==> config.mk <==
export PLATFORM = sky130hd
export DESIGN_NAME = irq_entry_seq
export DESIGN_NICKNAME = d
export VERILOG_FILES = /design/src/rtl/irq_seq_pkg.sv /design/src/rtl/irq_seq_ctrl.sv /design/src/rtl/irq_seq_sp.sv /design/src/rtl/irq_seq_bus.sv /design/src/rtl/irq_entry_seq.sv
export SDC_FILE = /design/constraint.sdc
export NUM_CORES = 1
export LEC_CHECK = 0
export BUFFER_PORTS_ARGS = -buffer_cell sky130_fd_sc_hd__buf_2
export CAP_MARGIN = 15
export CORE_AREA = 2 2 115 117
export CTS_CLUSTER_DIAMETER = 50
export DETAILED_ROUTE_END_ITERATION = 12
export DIE_AREA = 0 0 117 119
export PLACE_DENSITY = 0.7
export SYNTH_ARGS = -nofsm -noshare
export SYNTH_HDL_FRONTEND = slang
export SYNTH_HIERARCHICAL = 1
export SYNTH_SLANG_ARGS = --single-unit
==> constraint.sdc <==
create_clock -name clk -period 3.9 [get_ports clk]
set_input_delay 0.78 -clock clk [delete_from_list [all_inputs] [get_ports clk]]
set_output_delay 0.78 -clock clk [all_outputs]
set_load 0.02 [all_outputs]
==> src/rtl/irq_seq_pkg.sv <==
package irq_seq_pkg;

   typedef enum logic [3:0] {
      ST_OFF,
      ST_IDLE0,
      ST_IDLE1,
      ST_PUSH_BANK,
      ST_PUSH_PCH,
      ST_PUSH_PCL,
      ST_PUSH_STAT,
      ST_VEC_LO,
      ST_VEC_HI,
      ST_DONE
   } step_e;

   function automatic logic step_writes(step_e s);
      return (s == ST_PUSH_BANK) || (s == ST_PUSH_PCH) ||
             (s == ST_PUSH_PCL)  || (s == ST_PUSH_STAT);
   endfunction

   function automatic logic step_reads(step_e s);
      return (s == ST_VEC_LO) || (s == ST_VEC_HI);
   endfunction

   function automatic logic step_on_bus(step_e s);
      return step_writes(s) || step_reads(s);
   endfunction

endpackage

==> src/rtl/irq_seq_ctrl.sv <==
module irq_seq_ctrl
   import irq_seq_pkg::*;
(
   input  logic  clk,
   input  logic  rst_n,
   input  logic  start_i,
   input  logic  ready_i,
   output step_e step_o,
   output logic  busy_o,
   output logic  done_o,
   output logic  accept_o,
   output logic  advance_o
);

   step_e cur_q;
   step_e nxt;
   logic  idle_w;

   assign idle_w    = (cur_q == ST_OFF) || (cur_q == ST_DONE);
   assign accept_o  = idle_w && start_i;
   assign advance_o = !idle_w && (!step_on_bus(cur_q) || ready_i);
   assign busy_o    = !idle_w;
   assign done_o    = (cur_q == ST_DONE);
   assign step_o    = cur_q;

   always_comb begin
      nxt = cur_q;
      case (cur_q)
         ST_OFF, ST_DONE: nxt = accept_o ? ST_IDLE0 : ST_OFF;
         ST_IDLE0:        nxt = ST_IDLE1;
         ST_IDLE1:        nxt = ST_PUSH_BANK;
         ST_PUSH_BANK:    if (advance_o) nxt = ST_PUSH_PCH;
         ST_PUSH_PCH:     if (advance_o) nxt = ST_PUSH_PCL;
         ST_PUSH_PCL:     if (advance_o) nxt = ST_PUSH_STAT;
         ST_PUSH_STAT:    if (advance_o) nxt = ST_VEC_LO;
         ST_VEC_LO:       if (advance_o) nxt = ST_VEC_HI;
         ST_VEC_HI:       if (advance_o) nxt = ST_DONE;
         default:         nxt = ST_OFF;
      endcase
   end

   always_ff @(posedge clk) begin
      if (!rst_n) cur_q <= ST_OFF;
      else        cur_q <= nxt;
   end

endmodule

==> src/rtl/irq_seq_sp.sv <==
module irq_seq_sp #(
   parameter int SP_W   = 16,
   parameter int PAGE_W = 8
) (
   input  logic            clk,
   input  logic            rst_n,
   input  logic            load_i,
   input  logic [SP_W-1:0] load_val_i,
   input  logic            emu_i,
   input  logic            dec_i,
   output logic [SP_W-1:0] sp_o
);

   localparam int HI_W = SP_W - PAGE_W;

   if (PAGE_W < 1 || PAGE_W > SP_W) begin : g_bad_page
      $error("irq_seq_sp: PAGE_W must lie in 1..SP_W");
   end

   logic [SP_W-1:0] sp_q;
   logic [SP_W-1:0] sp_full_dec;
   logic [SP_W-1:0] sp_page_dec;

   assign sp_full_dec = sp_q - 1'b1;

   if (HI_W > 0) begin : g_split
      logic [PAGE_W-1:0] low_dec;
      assign low_dec     = sp_q[PAGE_W-1:0] - 1'b1;
      assign sp_page_dec = {sp_q[SP_W-1:PAGE_W], low_dec};
   end else begin : g_whole
      assign sp_page_dec = sp_full_dec;
   end

   always_ff @(posedge clk) begin
      if (!rst_n)      sp_q <= '0;
      else if (load_i) sp_q <= load_val_i;
      else if (dec_i)  sp_q <= emu_i ? sp_page_dec : sp_full_dec;
   end

   assign sp_o = sp_q;

endmodule

==> src/rtl/irq_seq_bus.sv <==
module irq_seq_bus
   import irq_seq_pkg::*;
#(
   parameter int DATA_W = 8,
   parameter int ADDR_W = 24
) (
   input  step_e                 step_i,
   input  logic [2*DATA_W-1:0]   sp_i,
   input  logic [2*DATA_W-1:0]   pc_i,
   input  logic [DATA_W-1:0]     bank_i,
   input  logic [DATA_W-1:0]     status_i,
   input  logic [2*DATA_W-1:0]   vector_i,
   output logic [ADDR_W-1:0]     addr_o,
   output logic [DATA_W-1:0]     wdata_o,
   output logic                  rd_o,
   output logic                  wr_o
);

   localparam int PTR_W  = 2 * DATA_W;
   localparam int BANK_W = ADDR_W - PTR_W;

   logic [PTR_W-1:0] offset;
   logic [PTR_W-1:0] vec_next;

   assign vec_next = vector_i + 1'b1;

   always_comb begin
      offset  = '0;
      wdata_o = '0;
      case (step_i)
         ST_PUSH_BANK: begin offset = sp_i; wdata_o = bank_i; end
         ST_PUSH_PCH:  begin offset = sp_i; wdata_o = pc_i[PTR_W-1:DATA_W]; end
         ST_PUSH_PCL:  begin offset = sp_i; wdata_o = pc_i[DATA_W-1:0]; end
         ST_PUSH_STAT: begin offset = sp_i; wdata_o = status_i; end
         ST_VEC_LO:    offset = vector_i;
         ST_VEC_HI:    offset = vec_next;
         default:      offset = '0;
      endcase
   end

   assign addr_o = {{BANK_W{1'b0}}, offset};
   assign wr_o   = step_writes(step_i);
   assign rd_o   = step_reads(step_i);

endmodule

==> src/rtl/irq_entry_seq.sv <==
module irq_entry_seq
   import irq_seq_pkg::*;
#(
   parameter int DATA_W      = 8,
   parameter int ADDR_W      = 24,
   parameter int PAGE_W      = 8,
   parameter int DEC_BIT     = 3,
   parameter int IRQ_OFF_BIT = 2
) (
   input  logic                clk,
   input  logic                rst_n,
   input  logic                start_i,
   input  logic [2*DATA_W-1:0] vector_i,
   input  logic                halted_i,
   input  logic                emu_i,
   input  logic [2*DATA_W-1:0] pc_i,
   input  logic [DATA_W-1:0]   pbank_i,
   input  logic [2*DATA_W-1:0] sp_i,
   input  logic [DATA_W-1:0]   status_i,
   output logic [ADDR_W-1:0]   mem_addr_o,
   output logic [DATA_W-1:0]   mem_wdata_o,
   input  logic [DATA_W-1:0]   mem_rdata_i,
   output logic                mem_rd_o,
   output logic                mem_wr_o,
   input  logic                mem_ready_i,
   output logic                busy_o,
   output logic                done_o,
   output logic                wake_o,
   output logic [2*DATA_W-1:0] pc_o,
   output logic [DATA_W-1:0]   pbank_o,
   output logic [2*DATA_W-1:0] sp_o,
   output logic [DATA_W-1:0]   status_o
);

   localparam int PTR_W = 2 * DATA_W;

   if (ADDR_W <= PTR_W) begin : g_bad_addr
      $error("irq_entry_seq: ADDR_W must exceed the 16-bit pointer width");
   end
   if (DEC_BIT >= DATA_W || IRQ_OFF_BIT >= DATA_W || DEC_BIT == IRQ_OFF_BIT) begin : g_bad_flags
      $error("irq_entry_seq: flag positions must be distinct and inside the status byte");
   end

   step_e step;
   logic  accept;
   logic  advance;

   logic [PTR_W-1:0]  ctx_pc_q;
   logic [DATA_W-1:0] ctx_bank_q;
   logic [DATA_W-1:0] ctx_stat_q;
   logic [PTR_W-1:0]  ctx_vec_q;
   logic              ctx_halt_q;
   logic              ctx_emu_q;
   logic [DATA_W-1:0] vec_lo_q;
   logic              wake_q;
   logic [DATA_W-1:0] stat_entry;

   irq_seq_ctrl u_ctrl (
      .clk       (clk),
      .rst_n     (rst_n),
      .start_i   (start_i),
      .ready_i   (mem_ready_i),
      .step_o    (step),
      .busy_o    (busy_o),
      .done_o    (done_o),
      .accept_o  (accept),
      .advance_o (advance)
   );

   irq_seq_sp #(
      .SP_W   (PTR_W),
      .PAGE_W (PAGE_W)
   ) u_sp (
      .clk        (clk),
      .rst_n      (rst_n),
      .load_i     (accept),
      .load_val_i (sp_i),
      .emu_i      (ctx_emu_q),
      .dec_i      (advance && step_writes(step)),
      .sp_o       (sp_o)
   );

   irq_seq_bus #(
      .DATA_W (DATA_W),
      .ADDR_W (ADDR_W)
   ) u_bus (
      .step_i   (step),
      .sp_i     (sp_o),
      .pc_i     (ctx_pc_q),
      .bank_i   (ctx_bank_q),
      .status_i (ctx_stat_q),
      .vector_i (ctx_vec_q),
      .addr_o   (mem_addr_o),
      .wdata_o  (mem_wdata_o),
      .rd_o     (mem_rd_o),
      .wr_o     (mem_wr_o)
   );

   always_comb begin
      stat_entry              = ctx_stat_q;
      stat_entry[DEC_BIT]     = 1'b0;
      stat_entry[IRQ_OFF_BIT] = 1'b1;
   end

   always_ff @(posedge clk) begin
      if (!rst_n) begin
         ctx_pc_q   <= '0;
         ctx_bank_q <= '0;
         ctx_stat_q <= '0;
         ctx_vec_q  <= '0;
         ctx_halt_q <= 1'b0;
         ctx_emu_q  <= 1'b0;
      end else if (accept) begin
         ctx_pc_q   <= halted_i ? pc_i + 1'b1 : pc_i;
         ctx_bank_q <= pbank_i;
         ctx_stat_q <= status_i;
         ctx_vec_q  <= vector_i;
         ctx_halt_q <= halted_i;
         ctx_emu_q  <= emu_i;
      end
   end

   always_ff @(posedge clk) begin
      if (!rst_n) begin
         vec_lo_q <= '0;
         pc_o     <= '0;
         pbank_o  <= '0;
         status_o <= '0;
         wake_q   <= 1'b0;
      end else if (advance) begin
         if (step == ST_VEC_LO) vec_lo_q <= mem_rdata_i;
         if (step == ST_VEC_HI) begin
            pc_o     <= {mem_rdata_i, vec_lo_q};
            pbank_o  <= '0;
            status_o <= stat_entry;
            wake_q   <= ctx_halt_q;
         end
      end
   end

   assign wake_o = done_o && wake_q;

endmodule

### Word-level counts from Yosys, hierarchy flattened

Cells that the tools add are included.

* register bits after elaboration: 102
* output and inout bits: 85

* $add $sub $neg: 4
* equality and inequality tests: 16
* mux-type cells: 14
* reductions and logical operators: 21

Operators by type and width (number)
* $mux 16: 4
* $pmux 16 s3: 1
* $pmux 4 s9: 1
* $add 16x1->16 const B: 2
* $pmux 8 s4: 1
* $mux 4: 6
* $eq 4x3->1 const B: 4
* $sub 16x1->16 const B: 1
* $ne 2x2->1 const B: 6
* $eq 4x2->1 const B: 2
* $eq 4x4->1 const B: 2
* $sub 8x1->8 const B: 1
* $logic_or 1x1->1: 7
* $reduce_and 2->1: 3
* $reduce_and 6->1: 1
* $eq 4x1->1 const B: 1
* $logic_and 1x1->1: 4
* $logic_not 4->1: 1
* $reduce_or 4->1: 1
* $logic_not 1->1: 2
* $ne 2x1->1 const B: 1
* $reduce_bool 2->1: 1
* $reduce_or 2->1: 1
* $mux 1: 1

### Longest topological paths before layout

Gate-level depths: netlist of run 1.

* depth after elaboration: 11
* gate-level depth with buffers: 11
* gate-level depth less buffers: 9

### By module

The synthesis of run 1 kept the hierarchy.

By module, submodules not included
* irq_entry_seq: instances 1, cells each 356, area each 3525.9 um^2, seq. area each 1641.6 um^2
* irq_seq_bus: instances 1, cells each 141, area each 953.4 um^2, seq. area each 0.0 um^2
* irq_seq_sp: instances 1, cells each 100, area each 844.6 um^2, seq. area each 320.3 um^2
* irq_seq_ctrl: instances 1, cells each 33, area each 274.0 um^2, seq. area each 80.1 um^2

### Least setup slack after synthesis of run 1

OpenSTA, ideal clock, no wires.

* kind: in2reg
* start point: in mem_ready_i
* end point: reg u_sp.sp_q[15] (netlist: u_sp/sp_o[15])
* arrival: 2922 ps
* required time: 3826 ps
* setup slack: 904 ps
* stages: 9
* path buffers: 1
* cells stage by stage: nand3b_1 -> a31oi_1 -> nor2b_1 -> and2_1 -> or4b_1 -> clkbuf_2 -> or3_4 -> or4_1 -> a31oi_1

* longest elaborated chain between the ends: 5

RTL lines
* start: declaration: RTL line irq_entry_seq.sv:25 `input logic mem_ready_i,`
* $logic_or 1x1->1: RTL line irq_seq_ctrl.sv:21 `assign advance_o = !idle_w && (!step_on_bus(cur_q) || ready_i);`
* $logic_and 1x1->1: RTL line irq_seq_ctrl.sv:21
* via advance: RTL line irq_entry_seq.sv:46 `logic advance;`
* $logic_and 1x1->1: RTL line irq_entry_seq.sv:79 `.dec_i (advance && step_writes(step)),`
* $reduce_bool 2->1 (no source line)
* $reduce_and 2->1 (no source line)
* end signal: assignment: RTL line irq_seq_sp.sv:36 `else if (load_i) sp_q <= load_val_i;`
* end signal: assignment: RTL line irq_seq_sp.sv:37 `else if (dec_i) sp_q <= emu_i ? sp_page_dec : sp_full_dec;`
* end: declaration: RTL line irq_seq_sp.sv:20 `logic [SP_W-1:0] sp_q;`

The timed path passes the listed nets, and every way through them passes these cells.
A chain may end at the register's enable or synchronous reset.

### Worst setup path in the final report of run 1

* start point: reg u_ctrl.cur_q[0] (netlist: u_ctrl/step_o[0])
* end point: out mem_addr_o[3]

* longest elaborated chain between the ends: 3
* elaborated cells between the ends (all ways): 8
* classes of those cells: eq/ne: 6; mux: 1; reduce/logical: 1

RTL lines
* start: declaration: RTL line irq_seq_ctrl.sv:15 `step_e cur_q;`
* start signal: assignment: RTL line irq_seq_ctrl.sv:44 `else cur_q <= nxt;`
* $eq 4x2->1 or $eq 4x3->1 (tied branches): RTL line irq_seq_bus.sv:30 `case (step_i)`
* $reduce_or 4->1 (no source line)
* $pmux 16 s3 *: RTL line irq_seq_bus.sv:30
* end: declaration: RTL line irq_entry_seq.sv:20 `output logic [ADDR_W-1:0] mem_addr_o,`

Mark *: on every way between the ends. The rest lies on a longest branch, timed or not.

==> results of run 1 <==
[cells in the mapped netlist, types with 6 or more instances]
| cell type | n | area [sq um] |
|---|---|---|
| mux2i_1 | 53 | 531 |
| buf_4 | 21 | 158 |
| and2_1 | 6 | 37.5 |
| a21boi_1 | 19 | 143 |
| o211a_1 | 7 | 70.1 |
| xor2_1 | 6 | 52.6 |
| nand3_1 | 7 | 35.0 |
| nand4_1 | 8 | 50.1 |
| o22ai_1 | 7 | 43.8 |
| o21ai_0 | 36 | 180 |
| buf_2 | 11 | 55.1 |
| nand2_1 | 76 | 285 |
| a22oi_1 | 13 | 97.6 |
| dfxtp_1 | 102 | 2040 |
| nor4_1 | 10 | 62.6 |
| and3_1 | 6 | 37.5 |
| xnor2_1 | 22 | 193 |
| a21oi_1 | 18 | 90.1 |
| a31oi_1 | 6 | 37.5 |
| nor3_1 | 6 | 30.0 |
| nor2_1 | 11 | 41.3 |
| clkbuf_1 | 21 | 78.8 |
| nor2b_1 | 46 | 288 |
| inv_1 | 9 | 33.8 |
[worst register-to-register path, cell delays in order (launching register included)]
cell      delay [ps]
dfxtp_1          620
nand3b_1         150
a31oi_1          250
nor2b_1          230
and2_1           260
or4b_1           580
or3_4            390
or4_1            400
a31oi_1          150
[registers in the layout (all words and copies together) (netlist names)]
name	cells
ctx_bank_q	8
ctx_emu_q	1
ctx_halt_q	1
ctx_pc_q	16
ctx_stat_q	8
ctx_vec_q	16
pc_o	16
status_o	7
u_ctrl/step_o	4
u_sp/sp_o	16
vec_lo_q	8
wake_q	1
[per-layer routing]
metal  part of all wire [%]  track usage, %  up-vias
met5                      0               0        -
met4                   0.85            4.19        0
met3                    5.4            4.07        8
met2                     48            33.1      157
met1                     46            26.0     2263
li1                       -               -     2443
[placed cells by master, fill, tap and decap left out, types with 7 or more instances in the layout]
| master | Yosys | routed |
|---|---|---|
| a21boi_1 | 19 | 19 |
| a21oi_1 | 18 | 18 |
| a22oi_1 | 13 | 13 |
| buf_2 | 11 | 145 |
| buf_4 | 21 | 7 |
| clkbuf_16 | 0 | 9 |
| conb_1 | 2 | 17 |
| dfxtp_1 | 102 | 102 |
| inv_1 | 9 | 9 |
| mux2i_1 | 53 | 53 |
| nand2_1 | 76 | 76 |
| nand3_1 | 7 | 7 |
| nand4_1 | 8 | 8 |
| nor2_1 | 11 | 11 |
| nor2b_1 | 46 | 46 |
| nor4_1 | 10 | 10 |
| o211a_1 | 7 | 7 |
| o21ai_0 | 36 | 36 |
| o22ai_1 | 7 | 7 |
| xnor2_1 | 22 | 22 |
[logic make-up after synthesis]
logic type	count (synthesis)	synth area share [%]
and+or+nand+nor	228	24.1
AOI/OAI and AO/OA	143	17.5
DFF	102	36.5
buffers and inverters	71	7.26
muxes	53	9.48
xor gates and xnor gates	28	4.38
adders and majority gates	3	0.671
other	2	0.134
[layout make-up]
| class | count | area [sq um] | share of cell area [%] |
|---|---|---|---|
| clock buffers | 11 | 243 | 3.67 |
| clock inverters | 5 | 90.1 | 1.36 |
| inverters | 9 | 33.8 | 0.511 |
| multi-input cells | 472 | 3210 | 48.5 |
| flip-flops and latches | 102 | 2040 | 30.9 |
| well taps | 176 | 220 | 3.33 |
| repair buffers | 152 | 778 | 11.8 |
[worst paths after layout]
path | start | end | slack, ps
worst max-delay path | u_ctrl/step_o[0] | mem_addr_o[3] | 540
worst min-delay path | pc_o[2] | pc_o[2] | 450
worst min register to register | pc_o[2] | pc_o[2] | 450
worst max register to register | u_ctrl/step_o[3] | u_sp/sp_o[13] | 800
[power by group through the flow]
stage	registers [W]	clock network, W	logic (W)
6_report	0.00119	0.000989	0.000456
5_1_grt	0.00120	0.00105	0.000504
4_1_cts	0.00119	0.00101	0.000458
3_5_place_dp	0.00122	0	0.000457
3_3_place_gp	0.00121	0	0.000445
2_1_floorplan	0.00122	0	0.000329
[per-stage QoR]
step	utilization [%]	instances
6_report	51.4	927
5_1_grt	51.4	927
4_1_cts	51.4	927
3_5_place_dp	48.8	911
3_3_place_gp	48.8	911
2_1_floorplan	-	645
==> metrics.csv, run 1 <==
stage,metric,value,unit
outcome,outcome,finished clean,
floorplanning,num ports,163,
timing,Worst Tran Pin Value,966,ps
timing,Slew headroom,35.6,%
setup_path,worst setup path class,register to primary output,
power,Seq pwr share,45.2,%
power,PwrDens,399,nW/um^2
timing,max-slew violations,0,
power,Clock Power Share,37.5,%
drt,WL per Instance,15.0,um
floorplanning,die area,13900,sq um
timing,crit share post-route,86.3,%
setup_path,CP cell instances,buf_4 > or4b_1 > o21ai_0 > a22oi_1 > o21ai_0 > buf_2,
power,switching pwr,0.000744,W
place,routability cong.,0.877,
floorplanning,die height,119,um
drt,routed vias/inst,5.25,
synth,synthesized area,5600,sq um
setup_path,CP arrival,2580,ps
cells_and_area,post-route cell area,6620,sq um
clock_tree,clk_lat worst skew,350,ps
clock_tree,CTS tree,done,
synth,Yosys reg bits,102,
clock_tree,H-tree depth,3,
synth,post-synthesis sequential area ratio,36.5,%
power,total power,0.00264,W
global_routing,Total GRT Usage,19.7,%
setup_path,crit path max fanout,17,
place,"Cell Area, Placed",6280,sq um
power,P_int,0.00190,W
power,Worst VDD drop,275,uV
global_routing,initial antenna violation count,0,
min_path,worst min path class,register to register,
synth,Synth cell types,74,
power,Sw Ratio,28.2,%
timing,final setup margin,535,ps
power,LEAKAGE,2.78,nW
setup_path,crit end category,primary output,
clock_tree,postcts setup bufs,0,
cells_and_area,NumNets Final,827,
place,Post-DP HPWL,10500,um
power,Comb pwr share,17.3,%
place,Post-Place Worst Slack,555,ps
synth,Syn Inst Count,630,
setup_path,critical path's slowest cell,or4b_1,
global_routing,first-pass GRT wire length,21900,um
global_routing,total gr overflow,0,
place,I/O Buffers,145,
clock_tree,Hold Buf Count CTS,0,
run,Max Cap Viol,0,
floorplanning,Rows,42,
clock_tree,Resized cells post-CTS,0,
floorplanning,Die Wd,117,um
global_routing,largest net degree at the start of global routing,51,
setup_path,cell family with most CP delay,simple AND/OR/NAND/NOR gates,
timing,RSZ-0062 raised after global routing,no,
clock_tree,CTS buffer count,9,
drt,Post-DRT Antenna Nets,0,
timing,# setup viols final,0,
clock_tree,CTS Root Cell,clkbuf_16,
drt,DRT Pass-1 Iters,5,
setup_path,"Data required, critical path",3120,ps
clock_tree,Clock transition at path regs,70,ps
setup_path,FF-to-FF path depth,8,
timing,final hold viol count,0,
min_path,worst hold path cell count,2,
cells_and_area,layout cells sized above 1,26.8,%
cells_and_area,fill count,1197,
setup_path,Critical Path Max Stage Delay,830,ps
synth,mean post-synth cell area,8.89,sq um
cells_and_area,Inserted Diodes,0,
drt,via count,4871,
timing,worst clock skew,9.82,ps
global_routing,number of global-route vias before repair,4428,
cells_and_area,Layout area overhead,18.2,%
setup_path,"most used cell, CP",o21ai_0,
clock_tree,clk sinks,102,
clock_tree,Clock Tree Buf Depth,2,
setup_path,Critical Path Stages,6,
drt,First DRT Iteration DRCs,329,
setup_path,CP startpoint kind,register,
setup_path,worst path bufs/invs,2,
synth,Post-synth ARST share,0,%
timing,min Tclk post-route,3360,ps
timing,FMAX,297,MHz
synth,Post-synth EDFFs,0,
floorplanning,Core Area,12900,sq um
drt,final wirelength,13900,um
drt,DRC violations left,0,
synth,Yosys warnings,6,
floorplanning,Initial Util,43.5,%
timing,total negative setup slack,0,ps
synth,Post-synth top flop,dfxtp_1,
timing,WHS,452,ps
(Power assumes the default switching activity.)
==> inputs of run 2 (changes only) <==
--- a/config.mk
+++ b/config.mk
@@ -12,6 +12,7 @@
 export DETAILED_ROUTE_END_ITERATION = 12
 export DIE_AREA = 0 0 117 119
 export PLACE_DENSITY = 0.7
+export RECOVER_POWER = 25
 export SYNTH_ARGS = -nofsm -noshare
 export SYNTH_HDL_FRONTEND = slang
 export SYNTH_HIERARCHICAL = 1
==> run 2 against run 1 <==
- die area unchanged
- clock skew up 1.3 ps
- non-clock buffer count unchanged
- sequential share of layout area up 0.24 points
- worst setup slack better by 2.0 ps
- critical path depth unchanged
- worst hold slack better by 4.1 ps
- sequential cell count unchanged
- clock power about the same
- combinational power about the same
- cell area down 0.78%
- sequential power about the same
- critical endpoint unchanged
- largest cell class unchanged
- largest power group unchanged
==> metrics.csv, run 2 (same netlist as run 1, synthesis figures left out) <==
stage,metric,value,unit,change
setup_path,crit end category,primary output,,
global_routing,Total GRT Usage,19.7,%,unchanged
timing,# setup viols final,0,,unchanged
setup_path,"Data required, critical path",3120,ps,about the same
drt,final wirelength,14000,um,+0.54%
global_routing,number of global-route vias before repair,4428,,unchanged
clock_tree,Clock transition at path regs,70,ps,about the same
clock_tree,postcts setup bufs,0,,unchanged
setup_path,CP cell instances,buf_4 > or4b_1 > o21ai_0 > a22oi_1 > o21ai_0 > buf_2,,
floorplanning,Die Wd,117,um,unchanged
run,Max Cap Viol,0,,unchanged
timing,total negative setup slack,0,ps,unchanged
min_path,worst min-delay path startpoint,pc_o[2],,
outcome,outcome,finished clean,,
global_routing,first-pass GRT wire length,21900,um,unchanged
cells_and_area,fill count,1214,,+1.4%
cells_and_area,"commonest non-fill, non-tap cells in the layout","buf_2 (108), dfxtp_1 (102), nand2_1 (76)",,
drt,DRC violations left,0,,unchanged
clock_tree,Clock Tree Buf Depth,2,,unchanged
global_routing,largest net degree at the start of global routing,51,,unchanged
setup_path,worst setup path class,register to primary output,,
cells_and_area,layout cells sized above 1,21.7,%,-5.1 points
floorplanning,die area,13900,sq um,unchanged
clock_tree,H-tree depth,3,,unchanged
clock_tree,CTS buffer count,9,,unchanged
timing,worst clock skew,11.1,ps,+1.31 ps
setup_path,"setup slack, reg-to-reg",680,ps,-120 ps
timing,Slew headroom,4.43,%,-31 points
setup_path,crit path max fanout,17,,unchanged
floorplanning,Rows,42,,unchanged
place,routability cong.,0.877,,unchanged
global_routing,total gr overflow,0,,unchanged
power,total power,0.00264,W,about the same
drt,WL per Instance,15.1,um,+0.54%
clock_tree,clk sinks,102,,unchanged
cells_and_area,Finished Layout Cells,927,,unchanged
timing,min Tclk post-route,3360,ps,-2.04 ps
setup_path,R2R Path End,u_sp/sp_o[9],,
timing,RSZ-0062 raised after global routing,no,,
timing,max-slew violations,0,,unchanged
timing,FMAX,297,MHz,about the same
setup_path,"most used cell, CP",o21ai_0,,
place,Post-DP HPWL,10500,um,unchanged
min_path,worst hold path cell count,2,,unchanged
clock_tree,Resized cells post-CTS,0,,unchanged
setup_path,critical path's slowest cell,or4b_1,,
cells_and_area,NumNets Final,827,,unchanged
clock_tree,clk_lat worst skew,350,ps,about the same
timing,Worst Tran Pin Value,1430,ps,+468 ps
floorplanning,Initial Util,43.5,%,unchanged
drt,First DRT Iteration DRCs,339,,+3.0%
drt,routed vias/inst,5.28,,+0.47%
global_routing,initial antenna violation count,0,,unchanged
place,placed insts,911,,unchanged
power,PwrDens,402,nW/um^2,+0.71%
floorplanning,die height,119,um,unchanged
cells_and_area,Layout area overhead,17.3,%,
setup_path,CP arrival,2580,ps,about the same
clock_tree,Hold Buf Count CTS,0,,unchanged
drt,DRT Pass-1 Iters,6,,+1
power,Worst VDD drop,274,uV,-0.29%
timing,crit share post-route,86.2,%,about the same
floorplanning,num ports,163,,unchanged
setup_path,r2r startpoint,u_ctrl/step_o[3],,
cells_and_area,Multi-input gate area,3200,sq um,-0.16%
clock_tree,CTS tree,done,,
cells_and_area,Final Core Density,51.0,%,-0.40 points
floorplanning,Core Area,12900,sq um,unchanged
setup_path,Critical Path Max Stage Delay,820,ps,about the same
place,I/O Buffers,145,,unchanged
drt,via count,4894,,+0.47%
drt,Post-DRT Antenna Nets,0,,unchanged
cells_and_area,"most common cell after layout, fill and taps aside",buf_2,,
min_path,worst min path class,register to register,,
timing,final hold viol count,0,,unchanged
min_path,Worst Hold End,pc_o[2],,
setup_path,CP startpoint kind,register,,
clock_tree,CTS Root Cell,clkbuf_16,,
setup_path,FF-to-FF path depth,5,,-3
power,LEAKAGE,2.63,nW,-5.5%
cells_and_area,Reg area,2040,sq um,unchanged
cells_and_area,Inserted Diodes,0,,unchanged
==> run 2: cell types whose count changed in the layout (fill, tap and decap cells not counted), sizes merged <==
| cell | before | now |
|---|---|---|
| buf | 152 | 115 |
| clkbuf | 11 | 48 |
==> run 2: metrics by stage <==
step | cell area [sq um] | setup WS [ps] | hold WS (ps)
global placement | 6280 | 635 | 437
floorplan | 5650 | 904 | 430
detailed placement | 6280 | 555 | 445
CTS | 6620 | 549 | 455
finish | 6570 | 537 | 456
global route | 6570 | 336 | 472
==> run 2: power breakdown <==
part	internal [W]	switching, W
sequential	0.00111	0.0000816
clock	0.000589	0.000401
combinational	0.000189	0.000263
==> run 2: worst max-delay path: cells and delay by family (launching register included) <==
kind	cells	cell delay, ps
and+or+nand+nor	1	820
AOI/OAI and AO/OA	3	510
buffers and inverters	2	470
DFF	1	430
==> run 2: layout make-up <==
class	count	share of cell area, %
Multi-Input combinational cell	472	48.8
Sequential cell	102	31.1
Timing Repair Buffer	152	11.1
Clock buffer	11	3.70
Tap cell	176	3.35
Clock inverter	5	1.37
Inverter	9	0.515
==> run 2: worst max path at each step <==
stage                          start              to  slack, ps  cells past startpoint
CTS                 u_ctrl/step_o[0]  mem_addr_o[14]        550                      6
finish              u_ctrl/step_o[0]   mem_addr_o[3]        540                      6
global route        u_ctrl/step_o[3]    u_sp/sp_o[9]        340                      5
detailed placement       mem_ready_i   u_sp/sp_o[13]        560                      9
floorplan                mem_ready_i   u_sp/sp_o[15]        900                      9
global placement         mem_ready_i   u_sp/sp_o[13]        640                      9
==> run 2: layer usage <==
metal	wire [um]	global-route usage, %
met5	0	0
met3	795	4.07
met2	6700	33.1
met4	119	4.19
met1	6400	26.0
